<file path="src/rtl/dma_ctl_regs.sv">
module dma_ctl_regs #(
  parameter int NCH = 4,
  parameter int DW  = 8
) (
  input  logic             clk,
  input  logic             rst_n,
  input  logic             wr_en,
  input  logic [2:0]       wr_addr,
  input  logic [DW-1:0]    wr_data,
  input  logic [NCH-1:0]   hw_hold,
  input  logic [NCH-1:0]   hw_release,
  input  logic [NCH-1:0]   tc_in,
  input  logic             ff_toggle,
  output logic [DW-1:0]    command,
  output logic [2*NCH-1:0] status,
  output logic [NCH-1:0]   mask,
  output logic             byte_ptr,
  output logic [NCH-1:0]   grant,
  output logic [NCH-1:0]   top_grant,
  output logic [2*NCH-1:0] xfer_type,
  output logic [NCH-1:0]   autoinit,
  output logic [NCH-1:0]   decrement
);
  localparam int CW = (NCH > 1) ? $clog2(NCH) : 1;
  localparam logic [2:0] OFF_CMD = 3'd0, OFF_REQ = 3'd1, OFF_SMASK = 3'd2,
                         OFF_MODE = 3'd3, OFF_CLRFF = 3'd4, OFF_MCLR = 3'd5,
                         OFF_CLRALL = 3'd6, OFF_WRALL = 3'd7;

  logic [DW-1:0]  cmd_q;
  logic [NCH-1:0] req_q, tc_q, mask_q, req_d, tc_d, mask_d;
  logic           ff_q;
  logic [3:0]     mode_q [NCH];

  wire [CW-1:0] sel    = wr_data[CW-1:0];
  wire          bit2   = wr_data[2];
  wire          we_cmd = wr_en && wr_addr == OFF_CMD;
  wire          we_req = wr_en && wr_addr == OFF_REQ;
  wire          we_sm  = wr_en && wr_addr == OFF_SMASK;
  wire          we_md  = wr_en && wr_addr == OFF_MODE;
  wire          we_cf  = wr_en && wr_addr == OFF_CLRFF;
  wire          mclr   = wr_en && wr_addr == OFF_MCLR;
  wire          we_ca  = wr_en && wr_addr == OFF_CLRALL;
  wire          we_wa  = wr_en && wr_addr == OFF_WRALL;

  always_comb begin
    req_d  = req_q;
    tc_d   = tc_q;
    mask_d = mask_q;
    if (we_ca) mask_d = '0;
    if (we_wa) mask_d = wr_data[NCH-1:0];
    for (int c = 0; c < NCH; c++) begin
      if (we_req && sel == CW'(c)) begin
        req_d[c] = bit2;
        tc_d[c]  = 1'b0;
      end
      if (we_sm && sel == CW'(c)) mask_d[c] = bit2;
    end
    req_d = (req_d | hw_hold) & ~hw_release;
    tc_d  = tc_d | tc_in;
  end

  always_ff @(posedge clk) begin
    if (!rst_n || mclr) begin
      cmd_q  <= '0;
      req_q  <= '0;
      tc_q   <= '0;
      mask_q <= '1;
    end else begin
      if (we_cmd) cmd_q <= wr_data;
      req_q  <= req_d;
      tc_q   <= tc_d;
      mask_q <= mask_d;
    end
  end

  always_ff @(posedge clk) begin
    if (!rst_n || mclr || we_cf) ff_q <= 1'b0;
    else if (ff_toggle)          ff_q <= ~ff_q;
  end

  always_ff @(posedge clk) begin
    for (int c = 0; c < NCH; c++) begin
      if (!rst_n) mode_q[c] <= '0;
      else if (we_md && sel == CW'(c)) mode_q[c] <= wr_data[5:2];
    end
  end

  always_comb begin
    top_grant = '0;
    for (int c = NCH - 1; c >= 0; c--)
      if (grant[c]) top_grant = NCH'(1) << c;
  end

  for (genvar c = 0; c < NCH; c++) begin : g_mode
    assign xfer_type[2*c +: 2] = mode_q[c][1:0];
    assign autoinit[c]         = mode_q[c][2];
    assign decrement[c]        = mode_q[c][3];
  end

  assign grant    = ~mask_q & req_q;
  assign command  = cmd_q;
  assign status   = {req_q, tc_q};
  assign mask     = mask_q;
  assign byte_ptr = ff_q;

  p_mclr_r9: assert property (@(posedge clk) disable iff (!rst_n)
    mclr |=> (status == '0 && mask == '1 && command == '0 && !byte_ptr));

  p_clrall_r4: assert property (@(posedge clk) disable iff (!rst_n)
    (we_ca && !mclr) |=> mask == '0);

  p_release_r5: assert property (@(posedge clk) disable iff (!rst_n)
    (|hw_release) |=> (status[2*NCH-1:NCH] & $past(hw_release)) == '0);

  p_tc_set_r6: assert property (@(posedge clk) disable iff (!rst_n)
    (|tc_in && !mclr) |=> (status[NCH-1:0] & $past(tc_in)) == $past(tc_in));

  p_onehot_top_r7: assert property (@(posedge clk) disable iff (!rst_n)
    $onehot0(top_grant) && (top_grant & mask) == '0);

  p_ff_clear_r10: assert property (@(posedge clk) disable iff (!rst_n)
    we_cf |=> !byte_ptr);
endmodule

</file>
<file path="config.mk">
export PLATFORM = sky130hd
export DESIGN_NAME = dma_ctl_regs
export DESIGN_NICKNAME = d
export VERILOG_FILES = /design/src/rtl/dma_ctl_regs.sv
export SDC_FILE = /design/constraint.sdc
export NUM_CORES = 1
export LEC_CHECK = 0
export ABC_AREA = 1
export BUFFER_PORTS_ARGS = -buffer_cell sky130_fd_sc_hd__buf_2
export CAP_MARGIN = 0
export CORE_UTILIZATION = 42
export DETAILED_ROUTE_END_ITERATION = 10
export PLACE_DENSITY_LB_ADDON = 0.15
export SLEW_MARGIN = 20
export SYNTH_ARGS = -nofsm -noshare
export SYNTH_HDL_FRONTEND = slang
export SYNTH_SLANG_ARGS = --single-unit
</file>
<file path="constraint.sdc">
create_clock -name clk -period 0.8 [get_ports clk]
set_input_delay 0 -clock clk [delete_from_list [all_inputs] [get_ports clk]]
set_output_delay 0 -clock clk [all_outputs]
set_load 0.02 [all_outputs]
</file>
* Word-level counts from Yosys, hierarchy flattened
Memories as Yosys holds them, arrays and structs flattened.
Cells that the tools add are included.
** Operators by class
- Bitwise logic cells :: 11
- Reductions and logical operators :: 29
- Equality and inequality tests :: 10
- Muxes and demuxes :: 35
** Operators with widths (count)
- 2-to-1 mux 4 bit :: 10
- 2-to-1 mux 1 bit :: 25
- logical AND 1 bit :: 20
- equality test 3 bit, second input constant :: 4
- nonzero test 3 bit :: 4
- bitwise AND 4 bit :: 2
- NOT 4 bit :: 2
- OR 4 bit :: 2
- equality test 3 x 2 -> 1 bit, second input constant :: 2
- equality test 2 bit, second input constant :: 2
- OR 1 bit :: 4
- equality test 3 x 1 -> 1 bit, second input constant :: 1
- zero test 3 bit :: 1
- equality test 2 x 1 -> 1 bit, second input constant :: 1
- zero test 2 bit :: 1
- logical OR 1 bit :: 2
- zero test 1 bit :: 1
- NOT 1 bit :: 1
** Word-level totals
- Memory bits (writable) :: 16
- Bits in registers :: 21
- Memories :: 1
- Bits of input ports :: 27
- Output and inout port bits :: 45
- Word-level logic and storage cells :: 94
** Memories
- mode_q :: words 4, bits a word 4, read ports 4, clocked after Yosys merged registers in 0, wr ports 4, RTL line 32 : logic [3:0] mode_q [NCH];

* Logic depth before layout (Yosys ltp)
Gate-level depths: netlist of run 1.
- Word-level depth :: 7
- Mapped depth :: 7

* Least setup slack after synthesis of run 1
OpenSTA, ideal clock, no wires.
- Path kind :: register to output
- From :: register mask_q[1] (netlist: mask[1])
- To :: output top_grant[3]
- Buffers on the path :: 0
- Slack :: -0.634 ns
- Required time :: 0.800 ns
- Cell stages (with the launch flop) :: 5
- Arrival time :: 1.434 ns
- Cells stage by stage :: dfxtp_1 -> nor2_1 -> inv_1 -> o21ai_0 -> nor4_1
** On the way
- Cells in the longest elaborated chain, start to end :: 4
** Ends and longest elaborated chain
- from (decl) :: RTL line 30 : logic [NCH-1:0] req_q, tc_q, mask_q, req_d, tc_d, mask_d;
- from (signal assigned) :: RTL line 72 : mask_q <= mask_d;
- NOT 4 bit :: RTL line 100 : assign grant = ~mask_q & req_q;
- bitwise AND 4 bit :: RTL line 100
- via grant[1] :: RTL line 18 : output logic [NCH-1:0] grant,
- 2-to-1 mux 4 bit (2 in a row) :: RTL line 91 : if (grant[c]) top_grant = NCH'(1) << c;
- to (decl) :: RTL line 19 : output logic [NCH-1:0] top_grant,
The timed path passes the listed nets, and every way through them passes these cells.

* Worst setup path after layout of run 1
- From :: register req_q[2]
- To :: output top_grant[3]
** On the way
- Cells in the longest elaborated chain, start to end :: 4
** Ends and longest elaborated chain
- from (decl) :: RTL line 30
- from (signal assigned) :: RTL line 70 : req_q <= req_d;
- bitwise AND 4 bit :: RTL line 100
- 2-to-1 mux 4 bit (3 in a row) :: RTL line 91
No other way between the ends.

==> impl_metrics.py, run 1 <==
metrics = {
    "clock_network": {
        "cts_tree": "yes",
        "h-tree-depth": 2,
        "cts.sinks": 37,
        "clk_latency_ps": 300,
        "clockBufferDepth": 2,
        "root_buffer": "clkbuf_8",
        "cts_buffers": 5,
        "clkSlewWorstSetupHoldPaths_ps": 70,
    },
    "layout": {
        "multi_input_area_sq_um": 742.0,
        "final_util_pct": 75.53,
        "layout_commonest_cell": "nor2_1",
        "n_fill_cell": 281,
        "area_growth_pct": 68.28,
        "diodes": 0,
        "finalNonFillerCells": 370,
        "drive_above_1_share_pct": 48.76,
        "seqCellArea_sq_um": 923.4,
        "layout_common_cells": "42 x nor2_1, 37 x buf_2, 31 x buf_4",
        "fin_nets": 348,
        "fin_area_sq_mm": 0.002828,
    },
    "drt": {
        "route.vias.total": 1805,
        "ant_nets": 0,
        "drcViolationCount": 0,
        "viasPerCell": 4.878,
        "drt_iter0_drc": 68,
        "drtPass1Iterations": 4,
        "wl_per_cell_um": 12.77,
        "wl_mm": 4.724,
    },
    "yosys": {
        "syn_nets": 231,
        "syn_area_sq_mm": 0.001680,
        "netlist_instances": 204,
        "synth_area_per_cell_sq_um": 8.237,
        "synth_seq_cells": 37,
        "netlist-cell-type-count": 23,
        "yosys_warnings": 0,
        "ys_seq_area_share_pct": 53.61,
    },
    "hold_path": {
        "worstHoldPathCells": 3,
        "worstHoldPathType": "in2reg",
    },
    "flow_run": {
        "drv_cap": 0,
    },
    "sta": {
        "drv_slew": 0,
        "finalSetupViolCount": 35,
        "slew_headroom_pct": 83.20,
        "max_freq_mhz": 859.1,
        "fin_crit_sh_pct": 145.5,
        "tightest_slew_ps": 252.0,
        "clock-skew-final_ps": 0,
        "worst_slack_ps": -364.0,
        "layout_min_cycle_time_ps": 1164,
        "rsz0062_at_grt": "yes",
        "final_hold_viol_count": 0,
    },
    "worst_setup_path": {
        "worst_ep_arrival_time_ps": 1160,
        "criticalPathCategory": "reg2out",
        "critPathLaunchType": "flop",
        "reg2regPathDepth": 4,
        "slowest_stage": "dfxtp_2",
        "worst-path-max-fanout": 2,
        "critPathCaptureType": "output port",
        "crit_chain": "inv_1 -> nor2_4 -> nor4_4 -> buf_4",
        "slowest_delay_ps": 330,
        "required_ps": 800,
    },
    "placement": {
        "place_inst": 341,
        "place_area_sq_mm": 0.002296,
        "routabilityCongestion": 0.7754,
        "port_buffers": 71,
        "dpl.hpwl_mm": 3.019,
    },
    "power_and_ir_drop": {
        "p_switching_w": 0.001207,
        "p_per_area_mw_per_mm2": 1522,
        "leakage_nw": 1.300,
        "clkPwrFrac_pct": 29.4,
        "p_int_w": 0.003096,
        "p_seq_share_pct": 49.4,
        "combPwrFrac_pct": 21.2,
        "sw_frac_of_total_pct": 28.05,
        "peakVddDrop_mv": 1.034,
    },
    "floorplan": {
        "io_pins": 72,
        "fp.dieH_um": 65.25,
        "die_width_um": 65.25,
        "fp.dieArea_sq_mm": 0.004258,
        "start_util_pct": 44.89,
        "core_sq_mm": 0.003744,
        "rows": 22,
    },
    "global_routing": {
        "grt_max_degree": 12,
        "grt_use_total_pct": 22.75,
        "antenna_found_initial": 0,
        "grt_pass1_vias": 1619,
        "grt_pass1_wl_mm": 7.072,
        "grt_overflow": 0,
    },
    "run_status": {
        "outcome": "complete, but fails checks",
        "violations": "setup timing",
    },
}
metrics by stage:
step | setup TNS [ps] | power [W] | setup WS (ps) | hold WS (ps)
floorplan | -344.8 | 0.002562 | -192.5 | 117.4
global placement | -6369 | 0.002855 | -184.2 | 204.0
detailed placement | -7148 | 0.002865 | -210.3 | 217.7
CTS | -3315 | 0.004234 | -360.3 | 7.438
global route | -4368 | 0.004459 | -420.3 | 42.41
finish | -3519 | 0.004302 | -364.0 | 7.517
worst paths after layout:
path                                  from  slack [ps]            to
worst max-delay path              req_q[2]        -360  top_grant[3]
worst min-delay path            wr_data[3]           8    command[3]
worst max register to register     mask[0]         -60       mask[0]
worst min register to register  command[6]         480    command[6]
synthesized netlist by cell type:
| library cell | n | area [sq um] |
|---|---|---|
| nor4_1 | 1 | 6.260 |
| nand3_4 | 1 | 17.52 |
| clkbuf_8 | 1 | 13.76 |
| buf_4 | 1 | 7.510 |
| nor2_1 | 47 | 176.4 |
| or2_2 | 1 | 6.260 |
| buf_2 | 1 | 5.000 |
| clkinv_2 | 1 | 5.000 |
| inv_2 | 5 | 18.77 |
| o21ai_2 | 1 | 8.760 |
| nand3_1 | 25 | 125.1 |
| buf_6 | 1 | 11.26 |
| nor2_4 | 5 | 56.30 |
| nand4_1 | 1 | 6.260 |
| nor3_1 | 1 | 5.000 |
| nand2_2 | 2 | 12.51 |
| inv_1 | 22 | 82.58 |
| nand2_1 | 30 | 112.6 |
| o21ai_0 | 10 | 50.05 |
| dfxtp_1 | 21 | 420.4 |
| a21oi_1 | 8 | 40.04 |
| edfxtp_1 | 16 | 480.5 |
| nor2_2 | 2 | 12.51 |
kinds of logic (layout without fill, tap and decap cells):
kind of cell	Yosys count	in the layout	synth area share [%]
and+or+nand+nor	116	116	31.94
buffers and inverters	32	150	8.562
DFF	37	37	53.61
AOI/OAI and AO/OA	19	19	5.883
layout make-up:
class / instances / area share, %
Sequential cell: 37 / 32.65
Clock buffer: 6 / 2.566
Multi-Input combinational cell: 135 / 26.24
Clock inverter: 2 / 0.3540
Tap cell: 48 / 2.124
Inverter: 28 / 3.761
Timing Repair Buffer: 114 / 32.30
timing repair:
item | CTS | global route
pin swaps | 4 | 4
hold buffers | 18 | 0
gates resized for setup | 50 | 35
endpoints found under the hold margin | 14 | 0
buffers inserted | 2 | 3
setup endpoints to repair | 36 | 59
state kept, by name, summed over array words and instances, names as in the netlist:
| name | count |
|---|---|
| byte_ptr | 1 |
| mode_q | 16 |
| tc_q | 4 |
| mask | 4 |
| req_q | 4 |
| command | 8 |
metal layers:
layer / track usage (%) / routed length [um]
met5: 0 / 0
met1: 26.91 / 1953
met4: 11.41 / 137
met3: 3.646 / 234
met2: 39.56 / 2399
power by group through the flow:
stage	registers, W	logic [W]	clock network [W]
finish	0.00213	0.000913	0.00126
global route	0.00214	0.000982	0.00134
CTS	0.00212	0.000844	0.00127
detailed placement	0.00215	0.000712	0
global placement	0.00215	0.000706	0
floorplan	0.00229	0.000270	0
worst max-delay path: cells and delay by family, from the launching register on:
kind	cells	cell delay, ps
and+or+nand+nor	2	240
buffers and inverters	2	290
DFF	1	330
Power figures use the tool's default switching activity.
==> run 2, diff against run 1 <==
Settings changed: GPL_TIMING_DRIVEN from default to 0.
==> impl_metrics.py, run 2 (synthesized netlist as in run 1, its figures left out) <==
metrics = {
    "global_routing": {
        "grt_use_total_pct": 20.85,
        "antenna_found_initial": 0,
        "grt_overflow": 0,
        "grt_max_degree": 13,
        "grt_pass1_vias": 1600,
        "grt_pass1_wl_mm": 6.762,
    },
    "hold_path": {
        "hold_end": "mask[2]",
        "worstHoldPathType": "in2reg",
        "worstHoldStart": "wr_data[2]",
        "worstHoldPathCells": 3,
    },
    "drt": {
        "drt_iter0_drc": 56,
        "wl_met2_mm": 2.302,
        "viasPerCell": 4.828,
        "routed-wl-met3_um": 204,
        "wl_mm": 4.293,
        "drcViolationCount": 0,
        "route.vias.total": 1680,
        "drtPass1Iterations": 4,
        "maxUsedRoutingLayer": "met4",
        "wl_per_cell_um": 12.34,
        "ant_nets": 0,
        "wl_met1_mm": 1.739,
    },
    "layout": {
        "final_util_pct": 72.23,
        "top_register": "mode_q",
        "layout_common_cells": "42 x nor2_1, 34 x buf_2, 26 x buf_6",
        "fin_nets": 326,
        "drive_above_1_share_pct": 50.00,
        "finalNonFillerCells": 348,
        "fin_area_sq_mm": 0.002704,
        "area_growth_pct": 60.91,
        "layout_commonest_cell": "nor2_1",
        "largest_reg_flops": 16,
        "diodes": 0,
    },
    "worst_setup_path": {
        "required_ps": 800,
        "reg2regPathDepth": 6,
        "worst-path-max-fanout": 2,
        "rr_endpoint": "req_q[1]",
        "criticalPathCategory": "reg2out",
        "rr_startpoint": "req_q[1]",
        "worst_ep_arrival_time_ps": 1140,
        "cp-startpoint": "req_q[1]",
        "critPathCaptureType": "output port",
        "worst-r2r-setup-slack_ps": -100,
        "critPathLaunchType": "flop",
    },
    "power_and_ir_drop": {
        "peakVddDrop_mv": 0.9118,
        "leakage_nw": 1.210,
        "p_per_area_mw_per_mm2": 1552,
        "finalPower_w": 0.004196,
    },
    "floorplan": {
        "start_util_pct": 44.89,
        "core_sq_mm": 0.003744,
        "io_pins": 72,
        "fp.dieH_um": 65.25,
        "fp.dieArea_sq_mm": 0.004258,
        "rows": 22,
        "die_width_um": 65.25,
    },
    "placement": {
        "port_buffers": 69,
        "dpl.hpwl_mm": 2.941,
        "place_inst": 321,
        "routabilityCongestion": 0.7750,
        "place_area_sq_mm": 0.002158,
        "dp_slack_ps": -231.2,
    },
    "sta": {
        "fin_crit_sh_pct": 143.0,
        "worst_hold_slack_ps": -6.219,
        "max_freq_mhz": 874.3,
        "drv_slew": 0,
        "tightest_slew_ps": 312.3,
        "layout_min_cycle_time_ps": 1144,
        "slew_headroom_pct": 79.16,
        "clock-skew-final_ps": 0,
        "finalSetupViolCount": 28,
        "worst_slack_ps": -343.7,
        "final_hold_viol_count": 3,
        "rsz0062_at_grt": "yes",
    },
    "clock_network": {
        "cts_buffers": 5,
        "clockBufferDepth": 2,
        "clkSlewWorstSetupHoldPaths_ps": 70,
        "cts_tree": "yes",
        "cts.sinks": 37,
        "clk_latency_ps": 280,
        "root_buffer": "clkbuf_8",
        "h-tree-depth": 2,
    },
    "flow_run": {
        "drv_cap": 0,
    },
    "run_status": {
        "outcome": "complete, but fails checks",
        "violations": "hold timing, setup timing",
    },
}
run 2: cell count changes in the layout (fill, tap and decap cells not counted), sizes merged:
| cell | before | now |
|---|---|---|
| buf | 96 | 77 |
| dlygate4sd3 | 18 | 14 |
| clkinvlp | 0 | 1 |
run 2: routing by layer:
metal | up-vias | GRT usage [%]
li1 | 844 | -
met1 | 777 | 24.23
met2 | 52 | 37.11
met3 | 7 | 5.903
met4 | 0 | 5.707
met5 | - | 0
run 2: critical path, stage by stage, from the launching register on:
cell	delay, ps
dfxtp_4	350
inv_4	50
nor2_4	30
inv_2	70
o21ai_4	70
nor4_4	120
buf_4	170
run 2: power by group:
group	leakage, nW	switching, W	internal, W
Clock	0.0439	0.000634	0.000600
Sequential	0.330	0.0000678	0.00206
Combinational	0.836	0.000464	0.000366
Total	1.21	0.00117	0.00303
run 2: how the worst max path moves through the flow:
stage,cells past startpoint,to,slack [ps]
after floorplan,5,top_grant[3],-190
after global placement,6,mode_q[3][3],-200
after detailed placement,6,mode_q[0][2],-230
after CTS,6,top_grant[3],-340
after global routing,6,top_grant[3],-420
final,6,top_grant[3],-340
run 2: layout make-up:
cell class | count | area (sq um)
clock buffer | 5 | 68.82
tap | 48 | 60.06
inverter | 28 | 108.9
buffer | 4 | 41.29
timing repair buffer | 88 | 703.2
multi-input combinational | 135 | 770.7
clock inverter | 3 | 17.52
sequential | 37 | 933.4
fill | 308 | 1040
run 2: repair_timing:
item	4_1_cts	5_1_grt
endpoints found under the hold margin	14	0
buffers inserted	4	3
hold buffers	14	0
endpoints found under the setup margin	27	60
pin swaps	1	7
gates resized for setup	29	69
run 2: through the flow:
stage               hold slack [ps]  setup TNS (ps)
global placement              209.6           -6703
CTS                           1.045           -2270
finish                       -6.219           -2632
detailed placement            217.3           -7301
floorplan                     117.4          -344.8
global route                  8.115           -4025
==> run 3, diff against run 2 <==
Settings changed: CELL_PAD_IN_SITES_DETAIL_PLACEMENT from default to 1, CELL_PAD_IN_SITES_GLOBAL_PLACEMENT from default to 2, CORE_UTILIZATION 42 to 23.
==> impl_metrics.py, run 3 (synthesized netlist as in run 1, its figures left out) <==
metrics = {
    "worst_setup_path": {
        "critPathLaunchType": "flop",
        "worst-path-max-fanout": 2,
        "critPathCaptureType": "output port",
        "worst_ep_arrival_time_ps": 1170,
        "criticalPathCategory": "reg2out",
        "reg2regPathDepth": 6,
        "required_ps": 800,
    },
    "placement": {
        "routabilityCongestion": 0.7243,
        "dpl.hpwl_mm": 3.705,
        "dp_slack_ps": -250.5,
        "port_buffers": 69,
    },
    "drt": {
        "drcViolationCount": 0,
        "wl_per_cell_um": 13.15,
        "drtPass1Iterations": 4,
        "viasPerCell": 4.238,
        "ant_nets": 0,
        "route.vias.total": 1708,
        "wl_mm": 5.301,
        "drt_iter0_drc": 40,
    },
    "sta": {
        "clock-skew-final_ps": 0,
        "max_freq_mhz": 858.3,
        "final_hold_viol_count": 0,
        "drv_slew": 0,
        "rsz0062_at_grt": "yes",
        "fin_crit_sh_pct": 145.6,
        "slew_headroom_pct": 81.88,
        "tightest_slew_ps": 271.5,
        "finalSetupViolCount": 31,
        "finalSetupTns_ps": -2922,
        "worst_slack_ps": -365.2,
        "worst_hold_slack_ps": 5.186,
        "layout_min_cycle_time_ps": 1165,
    },
    "flow_run": {
        "drv_cap": 0,
    },
    "layout": {
        "layout_commonest_cell": "nor2_1",
        "top_register": "mode_q",
        "diodes": 0,
        "drive_above_1_share_pct": 48.86,
        "layout_common_cells": "41 x nor2_1, 36 x buf_2, 29 x buf_6",
        "largest_reg_flops": 16,
        "final_util_pct": 40.80,
        "area_growth_pct": 67.68,
        "fin_nets": 333,
    },
    "floorplan": {
        "fp.dieArea_sq_mm": 0.007652,
        "rows": 30,
        "fp.dieH_um": 87.48,
        "start_util_pct": 24.33,
        "die_width_um": 87.48,
        "core_sq_mm": 0.006907,
        "io_pins": 72,
    },
    "clock_network": {
        "h-tree-depth": 2,
        "cts_tree": "yes",
        "clkSlewWorstSetupHoldPaths_ps": 70,
        "clk_latency_ps": 280,
        "cts_buffers": 5,
        "root_buffer": "clkbuf_8",
        "cts.sinks": 37,
        "clockBufferDepth": 2,
    },
    "global_routing": {
        "grt_use_total_pct": 14.53,
        "grt_pass1_vias": 1709,
        "grt_overflow": 0,
        "grt_max_degree": 12,
        "grt_pass1_wl_mm": 8.349,
        "antenna_found_initial": 0,
    },
    "power_and_ir_drop": {
        "leakage_nw": 1.240,
        "p_per_area_mw_per_mm2": 1513,
        "finalPower_w": 0.004263,
        "peakVddDrop_mv": 0.6225,
    },
    "run_status": {
        "violations": "setup timing",
        "outcome": "complete, but fails checks",
    },
    "hold_path": {
        "worstHoldPathCells": 3,
        "worstHoldPathType": "in2reg",
    },
}
-- run 3: what timing repair did --
action / 4_1_cts / 5_1_grt
pin swaps: 4 / 5
endpoints found under the hold margin: 14 / 0
buffers inserted: 6 / 3
gates resized for setup: 45 / 50
hold buffers: 18 / 0
endpoints found under the setup margin: 34 / 65
-- run 3: critical path, cell delays in order (launching register included) --
cell,delay [ps]
dfxtp_4,350
inv_2,60
nor2_4,40
inv_2,70
o21ai_4,70
nor4_4,120
buf_4,170
-- run 3: final cells by class --
cell class                      instances  area [sq um]
Buffer                                  4         41.29
Clock buffer                            6         72.57
Clock inverter                          2         10.01
Fill cell                             854          4089
Inverter                               28         106.4
Multi-Input combinational cell        135         760.7
Sequential cell                        37         934.6
Tap cell                               96         120.1
Timing Repair Buffer                   95         772.0
-- run 3: worst paths after layout --
check,to,startpoint,slack (ps)
max,top_grant[3],req_q[1],-370
min,command[3],wr_data[3],5
max reg2reg,req_q[1],req_q[1],-90
min reg2reg,command[4],command[4],480
-- run 3: routing by layer --
layer	wire, um	up-vias	track usage (%)
li1	-	860	-
met1	2138	801	17.21
met2	2857	41	25.85
met3	240	6	3.412
met4	64	0	4.471
met5	0	-	0
-- run 3: where the power goes --
part / total, W / switching, W / internal (W) / leakage, nW
Combinational: 0.000878 / 0.000485 / 0.000393 / 0.865
Clock: 0.00126 / 0.000652 / 0.000604 / 0.0450
Sequential: 0.00213 / 0.0000646 / 0.00206 / 0.330
-- run 3: through the flow --
stage          area, sq um  cells
2_1_floorplan         1753    204
6_report              2818    403
4_1_cts               2653    401
3_5_place_dp          2218    369
3_3_place_gp          2218    369
5_1_grt               2818    403
